### src/rtl/utp_pkg.sv
// Shared constants and types for the unaligned transmit packer.
// Assumes a 32-bit memory word and a 4-bit tag above it in each FIFO entry.
package utp_pkg;
    localparam int DATA_W  = 32;
    localparam int BYTES   = DATA_W / 8;
    localparam int OFF_W   = $clog2(BYTES);
    localparam int HOLD_W  = DATA_W - 8;
    localparam int TAG_W   = 4;
    localparam int ENTRY_W = TAG_W + DATA_W;
    localparam int ST_W    = 2;

    localparam logic [TAG_W-1:0] TAG_SOP  = 4'h0;
    localparam logic [TAG_W-1:0] TAG_EOP  = 4'h1;
    localparam logic [TAG_W-1:0] TAG_DATA = 4'h2;
    localparam logic [ST_W-1:0]  ST_UNDERRUN = 2'b10;

    typedef enum logic [1:0] {
        S_IDLE,
        S_PACK,
        S_FLUSH,
        S_EOP
    } pk_state_e;
endpackage

### src/rtl/utp_merge.sv
// Byte merge network: joins the bytes held from earlier words with the
// useful bytes of the current memory word, and emits one full word when
// four or more bytes are available.
// Assumes hold is zero above hold_cnt bytes, and that rem is nonzero
// whenever the result is used.
module utp_merge
    import utp_pkg::*;
#(
    parameter int LEN_W = 11
) (
    input  logic [HOLD_W-1:0] hold,
    input  logic [OFF_W-1:0]  hold_cnt,
    input  logic [DATA_W-1:0] word,
    input  logic [OFF_W-1:0]  off,
    input  logic [LEN_W-1:0]  rem,
    output logic [OFF_W:0]    take,
    output logic [DATA_W-1:0] out_word,
    output logic              out_full,
    output logic [HOLD_W-1:0] new_hold,
    output logic [OFF_W-1:0]  new_cnt
);
    localparam int MRG_W = DATA_W + HOLD_W;

    logic [OFF_W:0]    avail;
    logic [DATA_W-1:0] shifted;
    logic [DATA_W-1:0] fresh;
    logic [MRG_W-1:0]  merged;
    logic [OFF_W:0]    total;

    // Pick the useful bytes of the word and append them after the held bytes
    always_comb begin
        avail = (OFF_W+1)'(BYTES) - {1'b0, off};
        if (rem < LEN_W'(avail)) begin
            take = rem[OFF_W:0];
        end else begin
            take = avail;
        end
        shifted = word >> {off, 3'b000};
        for (int b = 0; b < BYTES; b++) begin
            fresh[8*b +: 8] = ((OFF_W+1)'(b) < take) ? shifted[8*b +: 8] : 8'h00;
        end
        merged   = {{DATA_W{1'b0}}, hold} | ({{HOLD_W{1'b0}}, fresh} << {hold_cnt, 3'b000});
        total    = {1'b0, hold_cnt} + take;
        out_full = (total >= (OFF_W+1)'(BYTES));
        out_word = merged[DATA_W-1:0];
        if (out_full) begin
            new_hold = merged[MRG_W-1:DATA_W];
            new_cnt  = OFF_W'(total - (OFF_W+1)'(BYTES));
        end else begin
            new_hold = merged[HOLD_W-1:0];
            new_cnt  = OFF_W'(total);
        end
    end
endmodule

### src/rtl/utp_seq.sv
// Packet sequencer: tracks the remaining byte count, the held partial
// bytes and the registered underrun flag, and walks
// idle -> pack -> (flush) -> end-of-packet -> idle.
// Assumes fifo_wr is the block's own write strobe, fed back from the output mux.
module utp_seq
    import utp_pkg::*;
#(
    parameter int LEN_W = 11
) (
    input  logic              clk,
    input  logic              rst_n,
    input  logic              start,
    input  logic [OFF_W-1:0]  start_off,
    input  logic [LEN_W-1:0]  start_len,
    input  logic              bus_fire,
    input  logic [OFF_W:0]    take,
    input  logic [HOLD_W-1:0] new_hold,
    input  logic [OFF_W-1:0]  new_cnt,
    input  logic              fifo_wr,
    input  logic              xact_done,
    input  logic [ST_W-1:0]   xact_status,
    output pk_state_e         state,
    output logic [HOLD_W-1:0] hold,
    output logic [OFF_W-1:0]  hold_cnt,
    output logic [LEN_W-1:0]  rem,
    output logic [OFF_W-1:0]  off_cur,
    output logic              abort_q
);
    // Register an underrun result; clear it once the closing tag is written
    always_ff @(posedge clk) begin
        if (!rst_n) begin
            abort_q <= 1'b0;
        end else if (state == S_EOP && fifo_wr) begin
            abort_q <= 1'b0;
        end else if (state != S_IDLE && xact_done && xact_status == ST_UNDERRUN) begin
            abort_q <= 1'b1;
        end
    end

    // Advance the packet state and the alignment context
    always_ff @(posedge clk) begin
        if (!rst_n) begin
            state    <= S_IDLE;
            hold     <= '0;
            hold_cnt <= '0;
            rem      <= '0;
            off_cur  <= '0;
        end else begin
            case (state)
                S_IDLE: begin
                    if (start) begin
                        off_cur  <= start_off;
                        rem      <= start_len;
                        hold     <= '0;
                        hold_cnt <= '0;
                        state    <= (start_len == '0) ? S_EOP : S_PACK;
                    end
                end
                S_PACK: begin
                    if (abort_q) begin
                        state <= S_EOP;
                    end else if (bus_fire) begin
                        hold     <= new_hold;
                        hold_cnt <= new_cnt;
                        rem      <= rem - LEN_W'(take);
                        off_cur  <= '0;
                        if (rem == LEN_W'(take)) begin
                            state <= (new_cnt != '0) ? S_FLUSH : S_EOP;
                        end
                    end
                end
                S_FLUSH: begin
                    if (abort_q || fifo_wr) begin
                        state <= S_EOP;
                    end
                end
                S_EOP: begin
                    if (fifo_wr) begin
                        state    <= S_IDLE;
                        hold     <= '0;
                        hold_cnt <= '0;
                    end
                end
                default: state <= S_IDLE;
            endcase
        end
    end
endmodule

### src/rtl/utp_outmux.sv
// Output selector: picks the FIFO entry for the current state and
// produces the ready signals toward the memory path and the controller.
// Assumes a full FIFO blocks every write source in the same cycle.
module utp_outmux
    import utp_pkg::*;
(
    input  pk_state_e          state,
    input  logic               abort_q,
    input  logic               cmd_valid,
    input  logic [ENTRY_W-1:0] cmd_data,
    input  logic               fifo_full,
    input  logic               bus_valid,
    input  logic [DATA_W-1:0]  out_word,
    input  logic               out_full,
    input  logic [HOLD_W-1:0]  hold,
    output logic               fifo_wr,
    output logic [ENTRY_W-1:0] fifo_data,
    output logic               cmd_ready,
    output logic               bus_ready,
    output logic               bus_fire,
    output logic               start_ready
);
    // Select the write source and the handshakes per state
    always_comb begin
        fifo_wr     = 1'b0;
        fifo_data   = '0;
        cmd_ready   = 1'b0;
        bus_ready   = 1'b0;
        bus_fire    = 1'b0;
        start_ready = 1'b0;
        case (state)
            S_IDLE: begin
                start_ready = 1'b1;
                cmd_ready   = !fifo_full;
                fifo_wr     = cmd_valid && !fifo_full;
                fifo_data   = cmd_data;
            end
            S_PACK: begin
                bus_ready = !fifo_full && !abort_q;
                bus_fire  = bus_ready && bus_valid;
                fifo_wr   = bus_fire && out_full;
                fifo_data = {TAG_DATA, out_word};
            end
            S_FLUSH: begin
                fifo_wr   = !fifo_full && !abort_q;
                fifo_data = {TAG_DATA, {(DATA_W-HOLD_W){1'b0}}, hold};
            end
            S_EOP: begin
                fifo_wr   = !fifo_full;
                fifo_data = {TAG_EOP, {DATA_W{1'b0}}};
            end
            default: ;
        endcase
    end
endmodule

### src/rtl/unaligned_tx_packer.sv
// Top of the unaligned transmit packer: realigns payload bytes that start
// at any byte offset into tagged 32-bit FIFO words, closes each packet
// with an end-of-packet entry (also after an underrun), and passes
// controller commands through while idle.
// Assumes start is only meaningful while start_ready is high.
module unaligned_tx_packer
    import utp_pkg::*;
#(
    parameter int LEN_W = 11
) (
    input  logic               clk,
    input  logic               rst_n,
    input  logic               start,
    input  logic [OFF_W-1:0]   start_off,
    input  logic [LEN_W-1:0]   start_len,
    output logic               start_ready,
    input  logic               bus_valid,
    input  logic [DATA_W-1:0]  bus_data,
    output logic               bus_ready,
    input  logic               xact_done,
    input  logic [ST_W-1:0]    xact_status,
    input  logic               cmd_valid,
    input  logic [ENTRY_W-1:0] cmd_data,
    output logic               cmd_ready,
    output logic               fifo_wr,
    output logic [ENTRY_W-1:0] fifo_data,
    input  logic               fifo_full
);
    pk_state_e         state;
    logic [HOLD_W-1:0] hold;
    logic [OFF_W-1:0]  hold_cnt;
    logic [LEN_W-1:0]  rem;
    logic [OFF_W-1:0]  off_cur;
    logic              abort_q;
    logic [OFF_W:0]    take;
    logic [DATA_W-1:0] out_word;
    logic              out_full;
    logic [HOLD_W-1:0] new_hold;
    logic [OFF_W-1:0]  new_cnt;
    logic              bus_fire;

    utp_merge #(.LEN_W(LEN_W)) u_merge (
        .hold     (hold),
        .hold_cnt (hold_cnt),
        .word     (bus_data),
        .off      (off_cur),
        .rem      (rem),
        .take     (take),
        .out_word (out_word),
        .out_full (out_full),
        .new_hold (new_hold),
        .new_cnt  (new_cnt)
    );

    utp_seq #(.LEN_W(LEN_W)) u_seq (
        .clk         (clk),
        .rst_n       (rst_n),
        .start       (start),
        .start_off   (start_off),
        .start_len   (start_len),
        .bus_fire    (bus_fire),
        .take        (take),
        .new_hold    (new_hold),
        .new_cnt     (new_cnt),
        .fifo_wr     (fifo_wr),
        .xact_done   (xact_done),
        .xact_status (xact_status),
        .state       (state),
        .hold        (hold),
        .hold_cnt    (hold_cnt),
        .rem         (rem),
        .off_cur     (off_cur),
        .abort_q     (abort_q)
    );

    utp_outmux u_outmux (
        .state       (state),
        .abort_q     (abort_q),
        .cmd_valid   (cmd_valid),
        .cmd_data    (cmd_data),
        .fifo_full   (fifo_full),
        .bus_valid   (bus_valid),
        .out_word    (out_word),
        .out_full    (out_full),
        .hold        (hold),
        .fifo_wr     (fifo_wr),
        .fifo_data   (fifo_data),
        .cmd_ready   (cmd_ready),
        .bus_ready   (bus_ready),
        .bus_fire    (bus_fire),
        .start_ready (start_ready)
    );
endmodule

### config.mk
export PLATFORM = sky130hd
export DESIGN_NAME = unaligned_tx_packer
export DESIGN_NICKNAME = d
export VERILOG_FILES = /design/src/rtl/utp_pkg.sv /design/src/rtl/utp_merge.sv /design/src/rtl/utp_seq.sv /design/src/rtl/utp_outmux.sv /design/src/rtl/unaligned_tx_packer.sv
export SDC_FILE = /design/constraint.sdc
export NUM_CORES = 1
export LEC_CHECK = 0
export CAP_MARGIN = 40
export CORE_MARGIN = 3
export CORE_UTILIZATION = 52
export CTS_CLUSTER_SIZE = 14
export DETAILED_ROUTE_END_ITERATION = 7
export GPL_TIMING_DRIVEN = 0
export PLACE_DENSITY = 0.87
export SETUP_SLACK_MARGIN = 0.1
export SYNTH_ARGS = -nofsm -noshare
export SYNTH_HDL_FRONTEND = slang
export SYNTH_SLANG_ARGS = --single-unit
### constraint.sdc
create_clock -name clk -period 7.8 [get_ports clk]
set_input_delay 1.56 -clock clk [delete_from_list [all_inputs] [get_ports clk]]
set_output_delay 1.56 -clock clk [all_outputs]
set_load 0.05 [all_outputs]
==> impl_metrics.csv, run 1 <==
group,metric,value,unit
clocking,cts_tree,"done",
place,dp_hpwl,13900,um
final_layout,nets,833,
die,die_h,96.9,um
pwr,powerDensity,395,nW/um^2
logic_synthesis,synth_common_cells,"69 x nand2_1, 55 x a21oi_1, 49 x nor2_1, 42 x dfxtp_1, 27 x o21ai_1",
die,io_pins,130,
critical_path,setup.worst_path.start_class,"flop",
sta,fmax,142,MHz
status,status,"finished clean",
logic_synthesis,yosysUniqueCellTypes,69,
routing,wirelength,17800,um
sta,tightest_slew,0.927,ns
logic_synthesis,synth_fp_nets,696,
sta,finalHoldViolCount,0,
sta,max_slew_margin,0.382,
clocking,cts_root_buf,"clkbuf_8",
logic_synthesis,yosysWarnings,0,
critical_path,endpoint_kind,"output port",
routing,detailedRoute.firstIterationViolations,655,
final_layout,fin_area,5860,um^2
global_route,grt_usage,0.359,
logic_synthesis,synth_top_cell_by_area,"dfxtp_1",
place,place_area,5720,um^2
clocking,clockBufferDepth,2,
global_route,grt_overflow,0,
clocking,cts_resized,0,
critical_path,crit_arrival,5.49,ns
pwr,p_leak,2.28,nW
critical_path,crit_required,6.24,ns
die,design.die.area,9380,um^2
final_layout,drive_gt1_frac,0.0603,
logic_synthesis,syn_area_per_cell,7.25,um^2
logic_synthesis,ys_ff_latch,42,
logic_synthesis,syn_area,4290,um^2
clocking,cts_max_level,2,
logic_synthesis,yosysTopAreaCellShare,0.196,
die,rows,32,
logic_synthesis,synth_edf_count,0,
place,dp_slack,1.27,ns
global_route,grt_pass1_vias,5296,
routing,dr_total_vias,5686,
routing,firstDrtPassIters,6,
critical_path,cpMostUsedCell,"ha_1",
pwr,finalPower,2.32,mW
critical_path,crit_start,"u_seq.off_cur[1]",
routing,wl_per_cell,21.4,um
min_path,worst_hold_startpoint,"u_seq.hold[6]",
sta,skew,0.0105,ns
clocking,insertion_delay,0.31,ns
die,start_util,0.544,
final_layout,n_antenna_cell,0,
pwr,ir_worst_vdd,0.233,mV
place,port_buffers,129,
clocking,clock_sinks,42,
place,place.gp.congestion,1.01,
logic_synthesis,seq_area_frac_synth,0.196,
global_route,antenna_found_initial,0,
logic_synthesis,synthTopCellsByArea,"dfxtp_1 20%, a21oi_1 6.4%, nand2_1 6.0%, nor2_1 4.3%, ha_1 3.5%",
final_layout,n_fill_cell,614,
logic_synthesis,synthFlopType,"dfxtp_1",
sta,finalCritPeriodShare,0.904,
logic_synthesis,yosysMostFrequentCell,"nand2_1",
clocking,numCtsBuffers,5,
global_route,grt_max_degree,14,
logic_synthesis,synth_cells,592,
sta,setup_slack,0.746,ns
critical_path,cp_max_fo,10,
routing,drt.antenna.violating_nets,0,
logic_synthesis,synthArstFlopShare,0,
critical_path,cp_cell_sequence,"clkinv_1 > ha_1 > inv_1 > ha_1 > o21ai_0 > nor2_1 > nor2_8 > nand2_1 > o21ai_0 > ha_1 > fa_1 > nor2b_1 > o211ai_1 > nand2_1 > buf_2 > a21oi_1 > o21ai_1 > clkdlybuf4s50_1",
routing,drt-vias-per-instance,6.83,
clocking,hold_buffers,0,
critical_path,crit_buf_inv,4,
flow_run,maxCapViolations,0,
die,die_x,96.9,um
final_layout,syn_to_final_growth,36.5,%
routing,drc,0,
die,design.core.area,7890,um^2
sta,report.final.slew_viol_count,0,
clocking,clkTransAtPathRegs,0.09,ns
sta,finalSetupTns,0,ns
min_path,hp-class,"flop to flop",
critical_path,critPathMaxStageDelay,0.84,ns
critical_path,critPathSlowestCell,"clkdlybuf4s50_1",
clocking,postCtsSetupBuffers,0,
sta,finalSetupViolCount,0,
sta,rsz0062_at_grt,"false",
critical_path,r2r-start,"u_seq.off_cur[1]",
sta,fin_worst_hold_slack,0.492,ns
global_route,grt_pass1_wl,28000,um
critical_path,critPathKind,"flop to output port",
critical_path,cpLargestDelayFamily,"buffers and inverters",
sta,period_needed,7.05,ns
==> through the flow <==
step           utilization  std cells
2_1_floorplan            -        592
3_3_place_gp         0.724        823
3_5_place_dp         0.725        824
4_1_cts              0.743        832
5_1_grt              0.743        832
6_report             0.743        832
==> metal layers <==
layer  routed length [um]  up-vias  share of wire  GRT usage
met5                    0        -              0          0
met4                  321        0          0.018     0.0940
met3                 2380       41           0.13     0.0815
met2                 7800      487           0.44      0.562
met1                 7270     2609           0.41      0.498
li1                     -     2549              -          -
==> final timing paths <==
| path | end | slack, ns | cells past startpoint |
|---|---|---|---|
| max reg2reg | u_seq.hold[8] | 2.75 | 16 |
| min reg2reg | u_seq.hold[6] | 0.49 | 1 |
| max | fifo_wr | 0.75 | 18 |
| min | u_seq.hold[6] | 0.49 | 1 |
==> worst register-to-register path: cells and delay by family (launching register included) <==
| family | cells | cell delay (ns) |
|---|---|---|
| and+or+nand+nor | 5 | 1.34 |
| DFF | 1 | 0.36 |
| AOI/OAI and AO/OA | 5 | 1.43 |
| buffers and inverters | 2 | 0.41 |
| adders and majority gates | 4 | 1.44 |
==> flip-flops by register name, summed over array words and instances (netlist names) <==
signal	cells
u_seq.hold_cnt	2
u_seq.abort_q	1
u_seq.state	2
u_seq.rem	11
u_seq.off_cur	2
u_seq.hold	24
==> power by group <==
part	internal (mW)	switching [mW]	leakage, nW
logic	0.618	1.18	1.87
clock network	0.137	0.0858	0.0714
registers	0.249	0.0462	0.341
total	1.00	1.31	2.28
==> kinds of logic (layout without fill, tap and decap cells) <==
family                     after synthesis  after routing  synth area share
muxes                                   21             21            0.0527
xor gates and xnor gates                 1              1           0.00204
DFF                                     42             42             0.196
buffers and inverters                   65            203            0.0629
and+or+nand+nor                        190            190             0.224
AOI/OAI and AO/OA                      259            259             0.418
adders and majority gates               14             14            0.0443
==> area by class of cell <==
class | instances | area, um^2 | area share
timing repair buffer | 130 | 1300 | 0.221
tap | 102 | 128 | 0.0218
clock buffer | 6 | 82.6 | 0.0141
buffer | 39 | 173 | 0.0295
inverter | 26 | 97.6 | 0.0167
clock inverter | 2 | 60.1 | 0.0102
multi-input combinational | 485 | 3180 | 0.543
sequential | 42 | 841 | 0.143
==> layout by cell type (no fill, tap or decap), types with 6 or more instances in the layout <==
cell type,n
clkdlybuf4s50_1,129
nand2_1,69
a21oi_1,55
nor2_1,49
dfxtp_1,42
o21ai_1,27
clkbuf_1,26
inv_1,24
o21ai_0,22
a22oi_1,18
a21o_1,18
nor2b_1,17
a32oi_1,13
o22ai_1,12
o211ai_1,12
ha_1,12
a211oi_1,11
mux2i_1,11
a221oi_1,10
a31oi_1,9
a22o_1,9
mux2_2,9
o32ai_1,8
a41oi_1,8
and3b_1,8
a221o_1,8
buf_2,7
nand3_1,6
clkbuf_8,6
(Power assumes the default switching activity.)
==> run 2: changes to the inputs <==
--- a/config.mk
+++ b/config.mk
@@ -11,6 +11,7 @@
 export CTS_CLUSTER_SIZE = 14
 export DETAILED_ROUTE_END_ITERATION = 7
 export GPL_TIMING_DRIVEN = 0
+export MAX_ROUTING_LAYER = met4
 export PLACE_DENSITY = 0.87
 export SETUP_SLACK_MARGIN = 0.1
 export SYNTH_ARGS = -nofsm -noshare
==> run 2 against run 1 <==
- final area shrank 1.1%
- via count shrank 2.0%
- worst setup slack gained 0.055 ns
- core utilization shrank 0.79 points
- clock skew shrank 0.0028 ns
- combinational power is essentially flat
- non-clock buffer count is the same
- flip-flop and latch count is the same
- critical path depth is the same
- die area is the same
- final cell count shrank 0.12%
- clock-buffer cell count is the same
- largest cell class unchanged
==> impl_metrics.csv, run 2 (synthesized netlist as in run 1, its figures left out) <==
group,metric,value,unit
routing,firstDrtPassIters,5,
place,dp_slack,1.28,ns
routing,wl_met2,7730,um
die,rows,32,
final_layout,n_antenna_cell,0,
clocking,clock_sinks,42,
clocking,cts_resized,0,
die,io_pins,130,
sta,fin_worst_hold_slack,0.484,ns
sta,fmax,143,MHz
sta,rsz0062_at_grt,"false",
min_path,hp-class,"flop to flop",
clocking,cts_max_level,2,
place,dp_hpwl,13900,um
sta,finalSetupViolCount,0,
critical_path,critPathKind,"flop to output port",
final_layout,reg.largest.list,"u_seq.hold (24), u_seq.rem (11)",
critical_path,setup.worst_path.start_class,"flop",
sta,max_slew_margin,0.379,
routing,detailedRoute.firstIterationViolations,719,
clocking,clkTransAtPathRegs,0.09,ns
critical_path,crit_required,6.24,ns
routing,wl_met3,2370,um
global_route,grt_pass1_vias,5253,
global_route,grt_pass1_wl,27900,um
final_layout,syn_to_final_growth,35.0,%
final_layout,regMostFlops,"u_seq.hold",
global_route,grt_usage,0.367,
sta,period_needed,7.00,ns
routing,highest_layer,"met4",
sta,report.final.slew_viol_count,0,
final_layout,largest_reg_flops,24,
critical_path,crit_arrival,5.44,ns
clocking,numCtsBuffers,5,
final_layout,n_fill_cell,610,
critical_path,cp_max_fo,10,
routing,wirelength,17600,um
die,start_util,0.544,
routing,drc,0,
routing,drt-vias-per-instance,6.70,
sta,tightest_slew,0.932,ns
routing,drt.antenna.violating_nets,0,
global_route,antenna_found_initial,0,
final_layout,mostFrequentLayoutCell,"clkdlybuf4s50_1",
clocking,hold_buffers,0,
routing,wl_per_cell,21.2,um
sta,finalSetupTns,0,ns
die,design.die.area,9380,um^2
global_route,grt_max_degree,13,
pwr,powerDensity,385,nW/um^2
critical_path,endpoint_kind,"output port",
clocking,cts_root_buf,"clkbuf_8",
global_route,grt_overflow,0,
routing,wl_met1,7090,um
place,place.gp.congestion,1.04,
clocking,postCtsSetupBuffers,0,
place,port_buffers,129,
pwr,p_leak,2.25,nW
status,status,"finished clean",
routing,dr_total_vias,5571,
sta,finalHoldViolCount,0,
sta,skew,0.00777,ns
clocking,insertion_delay,0.31,ns
final_layout,mostFrequentLayoutCells,"129 x clkdlybuf4s50_1, 69 x nand2_1, 55 x a21oi_1, 49 x nor2_1, 42 x dfxtp_1",
clocking,cts_tree,"done",
pwr,ir_worst_vdd,0.262,mV
die,die_x,96.9,um
die,design.core.area,7890,um^2
sta,finalCritPeriodShare,0.897,
die,die_h,96.9,um
clocking,clockBufferDepth,2,
sta,setup_slack,0.802,ns
final_layout,nets,833,
flow_run,maxCapViolations,0,
final_layout,drive_gt1_frac,0.0576,
-- run 2: cell count changes in the layout (fill, tap and decap cells not counted), sizes merged --
cell / change
clkinvlp: +1
bufinv: -2
-- run 2: area by class of cell --
type                            instances  area, um^2  share of cell area
Tap cell                              102         128              0.0220
Inverter                               26        97.6              0.0168
Clock inverter                          1        7.51             0.00129
Clock buffer                            6        72.6              0.0125
Timing Repair Buffer                  130        1300               0.224
Multi-Input combinational cell        485        3180               0.549
Sequential cell                        42         841               0.145
Buffer                                 39         173              0.0298
-- run 2: final timing paths --
kind	startpoint	end	slack [ns]	cells after the start
min	u_seq.hold[0]	u_seq.hold[0]	0.48	1
min reg2reg	u_seq.hold[0]	u_seq.hold[0]	0.48	1
max reg2reg	u_seq.off_cur[1]	u_seq.hold[12]	2.75	16
max	u_seq.off_cur[1]	fifo_wr	0.80	18
-- run 2: power by group --
group / switching [mW] / leakage (nW) / total [mW] / internal, mW
Clock: 0.0836 / 0.0373 / 0.145 / 0.0616
Sequential: 0.0452 / 0.341 / 0.294 / 0.249
Combinational: 1.18 / 1.87 / 1.79 / 0.617
-- run 2: routing by layer --
metal | track usage | vias to the layer above
met5 | - | -
met2 | 0.553 | 423
met3 | 0.110 | 52
met4 | 0.0961 | 0
met1 | 0.481 | 2563
li1 | - | 2533
-- run 2: stage by stage --
stage / utilization / instance area [um^2] / std cells / power, mW
3_3_place_gp: 0.724 / 5710 / 823 / 2.00
6_report: 0.735 / 5800 / 831 / 2.23
4_1_cts: 0.735 / 5800 / 831 / 2.18
5_1_grt: 0.735 / 5800 / 831 / 2.35
3_5_place_dp: 0.725 / 5720 / 824 / 2.04
2_1_floorplan: - / 4290 / 592 / 1.52
-- run 2: worst max-delay path: stages, from the launching register on --
cell and delay, ns:
dfxtp_1 0.37, clkinv_1 0.34, ha_1 0.45, inv_1 0.09, ha_1 0.28, o21ai_0 0.09
nor2_1 0.62, nor2_8 0.10, nand2_1 0.09, o21ai_0 0.15, ha_1 0.24, fa_1 0.45
nor2b_1 0.14, o211ai_1 0.13, nand2_1 0.18, buf_2 0.28, a21oi_1 0.11, o21ai_1 0.18
clkdlybuf4s50_1 0.84
